$ cat config.mk
export PLATFORM = sky130hd
export DESIGN_NAME = cpu_clk_sel
export DESIGN_NICKNAME = d
export VERILOG_FILES = /design/src/rtl/cks_pkg.sv /design/src/rtl/cks_guard.sv /design/src/rtl/cks_regs.sv /design/src/rtl/cks_div.sv /design/src/rtl/cpu_clk_sel.sv
export SDC_FILE = /design/constraint.sdc
export NUM_CORES = 1
export LEC_CHECK = 0
export BUFFER_PORTS_ARGS = -buffer_cell sky130_fd_sc_hd__clkbuf_2
export CORE_UTILIZATION = 30
export DETAILED_ROUTE_END_ITERATION = 12
export PLACE_DENSITY = 0.64
export SLEW_MARGIN = 15
export SYNTH_ARGS = -nofsm -noshare
export SYNTH_HDL_FRONTEND = slang
export SYNTH_SLANG_ARGS = --single-unit
$ cat constraint.sdc
create_clock -name clk -period 1.9 [get_ports clk]
set_input_delay 0.095 -clock clk [delete_from_list [all_inputs] [get_ports clk]]
set_output_delay 0.095 -clock clk [all_outputs]
set_load 0.01 [all_outputs]
$ cat src/rtl/cks_pkg.sv
package cks_pkg;
    localparam logic ADDR_CTL = 1'b0;
    localparam logic ADDR_KEY = 1'b1;

    typedef struct packed {
        logic       frc_sub;
        logic       stop;
        logic       frc_main;
        logic [3:0] sel;
    } ctl_t;

    localparam ctl_t CTL_RST = '{frc_sub: 1'b0, stop: 1'b0, frc_main: 1'b0, sel: 4'b0011};

    typedef struct packed {
        logic armed;
        logic err;
    } guard_t;
endpackage

$ cat src/rtl/cks_guard.sv
module cks_guard
    import cks_pkg::*;
(
    input  logic clk,
    input  logic rst_n,
    input  logic bus_wr,
    input  logic bus_rd,
    input  logic bus_addr,
    output logic wr_ok,
    output logic armed,
    output logic err
);
    guard_t g_d, g_q;

    always_comb begin
        g_d   = g_q;
        wr_ok = 1'b0;
        if (bus_wr || bus_rd) begin
            if (bus_wr && bus_addr == ADDR_KEY) begin
                g_d.armed = 1'b1;
            end else begin
                g_d.armed = 1'b0;
                if (bus_wr && bus_addr == ADDR_CTL) begin
                    if (g_q.armed) wr_ok = 1'b1;
                    else           g_d.err = 1'b1;
                end
            end
        end
    end

    always_ff @(posedge clk or negedge rst_n) begin
        if (!rst_n) g_q <= '0;
        else        g_q <= g_d;
    end

    assign armed = g_q.armed;
    assign err   = g_q.err;
endmodule

$ cat src/rtl/cks_regs.sv
module cks_regs
    import cks_pkg::*;
#(
    parameter int DIV_LOG_MAX = 5
) (
    input  logic       clk,
    input  logic       rst_n,
    input  logic       wr_ok,
    input  logic [7:0] wdata,
    input  logic [7:0] wmask,
    input  logic       clkout_en,
    output ctl_t       ctl
);
    localparam logic [2:0] MAX_CODE = 3'(DIV_LOG_MAX);

    ctl_t       c_d, c_q;
    logic [7:0] img;
    logic [7:0] merged;
    logic       unused_src_bit;

    assign img = {c_q.frc_sub, c_q.stop, c_q.frc_main, 1'b0, c_q.sel};

    for (genvar b = 0; b < 8; b++) begin : g_merge
        assign merged[b] = wmask[b] ? wdata[b] : img[b];
    end

    assign unused_src_bit = merged[4];

    always_comb begin
        c_d = c_q;
        if (wr_ok) begin
            c_d.frc_sub  = merged[7];
            c_d.stop     = merged[6];
            c_d.frc_main = merged[5];
            if (!clkout_en && (merged[3] || merged[2:0] <= MAX_CODE))
                c_d.sel = merged[3:0];
        end
    end

    always_ff @(posedge clk or negedge rst_n) begin
        if (!rst_n) c_q <= CTL_RST;
        else        c_q <= c_d;
    end

    assign ctl = c_q;
endmodule

$ cat src/rtl/cks_div.sv
module cks_div
    import cks_pkg::*;
#(
    parameter int DIV_LOG_MAX = 5
) (
    input  logic       clk,
    input  logic       rst_n,
    input  logic [3:0] sel_req,
    input  logic       sub_tick,
    output logic       pulse,
    output logic [3:0] act_sel
);
    localparam int CNT_W = DIV_LOG_MAX;

    typedef struct packed {
        logic [3:0]       act;
        logic [CNT_W-1:0] cnt;
    } div_t;

    div_t             s_d, s_q;
    logic [CNT_W-1:0] lim;

    always_comb begin
        lim   = CNT_W'((32'd1 << s_q.act[2:0]) - 32'd1);
        pulse = s_q.act[3] ? sub_tick : (s_q.cnt == lim);
        s_d   = s_q;
        if (s_q.act[3] || pulse) s_d.cnt = '0;
        else                     s_d.cnt = s_q.cnt + CNT_W'(1);
        if (pulse) s_d.act = sel_req;
    end

    always_ff @(posedge clk or negedge rst_n) begin
        if (!rst_n) s_q <= '{act: CTL_RST.sel, cnt: '0};
        else        s_q <= s_d;
    end

    assign act_sel = s_q.act;
endmodule

$ cat src/rtl/cpu_clk_sel.sv
module cpu_clk_sel
    import cks_pkg::*;
#(
    parameter int DIV_LOG_MAX = 5
) (
    input  logic       clk,
    input  logic       rst_n,
    input  logic       bus_wr,
    input  logic       bus_rd,
    input  logic       bus_addr,
    input  logic [7:0] bus_wdata,
    input  logic [7:0] bus_wmask,
    output logic [7:0] bus_rdata,
    input  logic       clkout_en,
    input  logic       sub_tick,
    output logic       cpu_clk_en,
    output logic       main_osc_run,
    output logic       prot_err
);
    logic       wr_ok;
    logic       key_armed;
    ctl_t       ctl;
    logic [3:0] act_sel;
    logic [3:0] sel_q;
    logic       src_sub;
    logic       stop_q;

    cks_guard u_guard (
        .clk      (clk),
        .rst_n    (rst_n),
        .bus_wr   (bus_wr),
        .bus_rd   (bus_rd),
        .bus_addr (bus_addr),
        .wr_ok    (wr_ok),
        .armed    (key_armed),
        .err      (prot_err)
    );

    cks_regs #(.DIV_LOG_MAX(DIV_LOG_MAX)) u_regs (
        .clk       (clk),
        .rst_n     (rst_n),
        .wr_ok     (wr_ok),
        .wdata     (bus_wdata),
        .wmask     (bus_wmask),
        .clkout_en (clkout_en),
        .ctl       (ctl)
    );

    cks_div #(.DIV_LOG_MAX(DIV_LOG_MAX)) u_div (
        .clk      (clk),
        .rst_n    (rst_n),
        .sel_req  (ctl.sel),
        .sub_tick (sub_tick),
        .pulse    (cpu_clk_en),
        .act_sel  (act_sel)
    );

    assign sel_q        = ctl.sel;
    assign stop_q       = ctl.stop;
    assign src_sub      = act_sel[3];
    assign main_osc_run = !(stop_q && src_sub);
    assign bus_rdata    = (bus_addr == ADDR_CTL)
                        ? {ctl.frc_sub, ctl.stop, ctl.frc_main, src_sub, ctl.sel}
                        : 8'h00;
endmodule

### Yosys cells after proc, flatten, opt, wreduce, memory -nomap -nowiden

Index checks and enable logic that the tools add are counted.

| word-level totals | value |
|---|---|
| flip-flop bits (word level) | 18 |
| input bits | 23 |
| output and inout bits | 11 |
| word-level logic and storage cells | 42 |

| cells by class | value |
|---|---|
| add/subtract/negate cells | 2 |
| magnitude comparators | 1 |
| equal/unequal tests | 1 |
| shift-type cells | 1 |
| multiplexer cells | 12 |
| bitwise logic cells | 3 |
| reduce and logical (&&, ||, !) cells | 14 |

Operator list:

| operator | number |
|---|---|
| $mux W1 | 10 |
| $mux W8 | 1 |
| $reduce_and A2 Y1 | 4 |
| $add A5 B1 Y5 const B | 1 |
| $eq A5 B5 Y1 | 1 |
| $mux W5 | 1 |
| $shl A1 B3 Y5 const A | 1 |
| $sub A5 B1 Y5 const B | 1 |
| $logic_and A1 B1 Y1 | 4 |
| $reduce_and A4 Y1 | 1 |
| $le A3 B3 Y1 const B | 1 |
| $logic_or A1 B1 Y1 | 3 |
| $not A1 Y1 | 3 |
| $logic_not A1 Y1 | 2 |

### Depth between registers and ports, before layout

| depth | value |
|---|---|
| depth in word-level cells | 6 |
| gate-level depth with buffers | 5 |
| gate-level depth less buffers | 5 |

### Cells and area by module

From an unflattened synthesis, not the netlist that was laid out.

| unflattened totals | value |
|---|---|
| cells, all modules | 95 |
| area total of the unflattened synthesis | 1028.5 µm² |

Modules (own cells, without submodules):

| module | instances | cells an instance | area each (µm²) | seq. area each (µm²) |
|---|---|---|---|---|
| cks_div | 1 | 47 | 514.2 | 227.7 |
| cks_regs | 1 | 31 | 371.6 | 177.7 |
| cks_guard | 1 | 8 | 88.8 | 50.0 |
| cpu_clk_sel | 1 | 9 | 53.8 | 0.0 |

### Least setup slack after synthesis

No wires, ideal clock.

| timing | value |
|---|---|
| path type | register -> register |
| start point | register u_div.s_q, in the netlist u_div.act_sel[1] |
| end point | register u_div.s_q, in the netlist u_div.act_sel[2] |
| setup time | 0.125 ns |
| data arrival time | 1.785 ns |
| data required time | 1.775 ns |
| slack | -0.010 ns |
| cell stages (with the launch flop) | 6 |
| buffers on the path | 0 |
| clock period less this slack | 1.910 ns |
| path through | dfstp_2 > nor4b_1 > or4_1 > a22oi_2 > a22oi_2 > mux2_4 |

| between the ends | value |
|---|---|
| word-level cells in the longest chain between the ends | 4 |

Ends and longest elaborated chain:

| item | RTL line | RTL |
|---|---|---|
| from (decl) | cks_div.sv:20 | `div_t s_d, s_q;` |
| from (signal assigned) | cks_div.sv:33 | `if (!rst_n) s_q <= '{act: CTL_RST.sel, cnt: '0};` |
| $shl A1 B3 Y5 | cks_div.sv:24 | `lim = CNT_W'((32'd1 << s_q.act[2:0]) - 32'd1);` |
| $sub A5 B1 Y5 | cks_div.sv:24 |  |
| $eq A5 B5 Y1 | cks_div.sv:25 | `pulse = s_q.act[3] ? sub_tick : (s_q.cnt == lim);` |
| $mux W1 | cks_div.sv:25 |  |

No other way between the ends.
A chain may end at the register's enable or synchronous reset.

### Worst setup path after layout

Ends and elaborated chain as after synthesis.

==> run_results.csv <==
group,metric,value,unit
outcome,outcome,"complete, but fails checks",
outcome,violations,"negative setup slack",
yosys,synth_edf_count,0,
placed_design,dpl_cell_area,1220,um2
timing,finalHoldViolations,0,
yosys,syn-num-nets,111,
grt,grt_util_all_layers,13.9,%
grt,grt_start_max_net_pins,19,
detailed_routing,vias_per_cell,4.72,
setup_path,cp.arrival,2.23,ns
setup_path,slowest_delay,0.59,ns
die,die_area,3480,um2
finish,seq_area,455,um2
detailed_routing,drt-initial-drc-count,28,
die,die_x,59.0,um
yosys,yosys_warnings,0,
timing,slew_headroom,71.2,%
timing,rsz0062_at_grt,"yes",
yosys,syn-mean-instance-area,11.2,um2
placed_design,gp_congestion,0.836,
yosys,synth_top_area_share,36.0,%
finish,finalNonFillerCells,174,
yosys,ys_seq_elements,18,
setup_path,rr_startpoint,"u_div.act_sel[1]",
finish,fin_area,1320,um2
setup_path,worst-setup-path-type,"reg2reg",
cts,clkTransAtPathRegs,0.10,ns
finish,layout-drive-gt1-share,50.8,%
die,start_util,31.6,%
finish,area_growth,35.7,%
grt,busiest_layer,"met2",
yosys,synth_top_area_cell,"dfrtp_1",
job,drv_cap,0,
timing,worstMarginPinSlew,0.432,ns
cts,cts.sinks,18,
power,clock_power_share,12.9,%
detailed_routing,wl,2110,um
power,powerDensity,1350,nW/um2
finish,nFillCells,319,
detailed_routing,dr.pass1.iters,4,
power,switchingPower,619,uW
yosys,syn_inst,87,
finish,nets,155,
cts,cts_tree,"done",
detailed_routing,post_drt_wl_per_cell,12.1,um
power,seqPwrFrac,36.7,%
setup_path,cp_slowest_cell,"dfstp_2",
die,fp.coreArea,3080,um2
finish,utilization,42.9,%
yosys,ys_types,35,
cts,cts_root_buffer,"clkbuf_4",
setup_path,cp_common_cell,"a22oi_2",
detailed_routing,ant_nets,0,
grt,first_global_vias,765,
cts,clk_latency,0.29,ns
power,p_int,1.16,mW
timing,skew,0.00574,ns
grt,gr-usage-met1,18.0,%
power,ir_drop,426,uV
power,p_comb_share,50.4,%
yosys,synthFlopType,"dfrtp_1",
yosys,ys_async_sr_fraction,100,%
timing,finalMaxSlewViolations,0,
yosys,synthTopCellsByArea,"dfrtp_1 36%, dfstp_2 11%, nor2b_1 6.4%",
setup_path,path_cells,"nor4b_2 > or4_4 > a22oi_2 > a22oi_2 > buf_4 > mux2_4",
grt,grt_pass1_wl,3490,um
cts,h-tree-depth,1,
setup_path,critPathCaptureType,"register",
cts,cts_inserted_buffers,3,
placed_design,port_buffers,31,
grt,antenna_found_initial,0,
grt,grt_use_met2,22.4,%
timing,layout_setup_ws,-0.145,ns
setup_path,crit_path_start_kind,"register",
grt,met3_usage,5.05,%
power,p_sw_share,34.7,%
power,power_leakage,0.629,nW
cts,clk_path_buf_depth,2,
setup_path,crit_fanout,6,
detailed_routing,num_vias,821,
timing,fin_crit,2.05,ns
timing,setup_viol_count_final,5,
placed_design,dpl_worst_slack,-0.0648,ns
setup_path,cp_num_buf_inv,1,
grt,overflow,0,
finish,multi_input_area,542,um2
setup_path,cp_top_family,"flip-flops",
placed_design,dp_cells,167,
timing,finalCritPeriodShare,108,%
placed_design,hpwl,1640,um
die,io_pins,34,
setup_path,cp_data_required_time,2.09,ns
detailed_routing,drcViolationCount,0,
setup_path,startpoint,"u_div.act_sel[1]",
yosys,synth_seq_area_share,46.8,%
yosys,synth_area,973,um2
timing,max_freq,489,MHz
die,row_count,20,
min_path,hold_class,"in2reg",
finish,antennaDiodeCount,0,
die,fp.dieH,59.0,um
min_path,hp-start,"bus_wdata[0]",
## cells in the mapped netlist (2+ instances only)
library cell and number:
a21oi_1 4, a22oi_2 2, and2_1 4, and3b_1 2, dfrtp_1 14, dfstp_2 4
inv_1 2, mux2_2 4, mux2_4 3, nand2_1 6, nand3_1 3, nor2_1 4
nor2b_1 10, o21ai_0 2, xnor2_1 2, xor2_1 2
## what timing repair did
item,CTS,global route
gates resized for setup,1,9
hold endpoints to repair,14,0
endpoints found under the setup margin,5,10
hold buffers,1,0
pin swaps,4,5
buffers inserted,3,1
## cells in the final DEF, fill, tap and decap left out, types with 3 or more instances in the layout
cell	count
nor2_1	4
mux2_4	3
clkbuf_4	3
nand3_1	3
buf_4	8
dfstp_2	4
clkbuf_2	30
nand2_1	6
mux2_2	4
nor2b_1	10
dfrtp_1	14
and2_4	4
## flip-flops by register name, summed over array words and instances (netlist names)
name and count:
u_regs.ctl 7, u_div.s_q 5, u_div.act_sel 4, u_guard.armed 1
u_guard.err 1
## worst paths after layout
| path | end | slack [ns] | cells after the start |
|---|---|---|---|
| worst max-delay path | u_div.act_sel[2] | -0.15 | 6 |
| worst min-delay path | u_regs.ctl[0] | 0.01 | 2 |
| worst max register to register | u_div.act_sel[2] | -0.15 | 6 |
| max in group asynchronous | u_regs.ctl[1] | 1.30 | 2 |
| min in group asynchronous | u_div.s_q[0] | 0.27 | 2 |
| worst min register to register | u_guard.err | 0.48 | 1 |
## cells by family after synthesis
kind of cell	count (synthesis)	share of synthesized area (%)
and+or+nand+nor	35	20.7
AOI/OAI and AO/OA	17	15.0
DFF	18	46.8
muxes	9	11.4
adders and majority gates	1	1.29
xor gates and xnor gates	4	3.60
buffers and inverters	3	1.16
## power groups by stage
stage	Clock (mW)	Combinational (mW)	Sequential [mW]
2_1_floorplan	0	0.478	0.657
3_3_place_gp	0	0.710	0.647
3_5_place_dp	0	0.734	0.655
4_1_cts	0.241	0.808	0.649
5_1_grt	0.257	0.990	0.674
6_report	0.230	0.899	0.654
## routing by layer
metal	share of wire [%]	up-vias
met5	0	-
met2	50	24
met1	43	396
met3	6.5	2
li1	-	399
met4	0.81	0
## final cells by class
| cell class | count | area share, % |
|---|---|---|
| clock buffers | 4 | 2.75 |
| inverters | 2 | 0.568 |
| multi-input cells | 66 | 41.0 |
| flip-flops and latches | 18 | 34.5 |
| well taps | 44 | 4.17 |
| repair buffers | 40 | 17.0 |
## metrics by stage
stage               setup TNS (ns)  hold slack, ns  power [mW]
finish                      -0.508          0.0146        1.78
floorplan                        0          -0.201        1.13
detailed placement          -0.105          0.0590        1.39
global placement           -0.0185          0.0584        1.36
global route                 -1.09         0.00868        1.92
CTS                         -0.806         0.00807        1.70
Power figures use the tool's default switching activity.
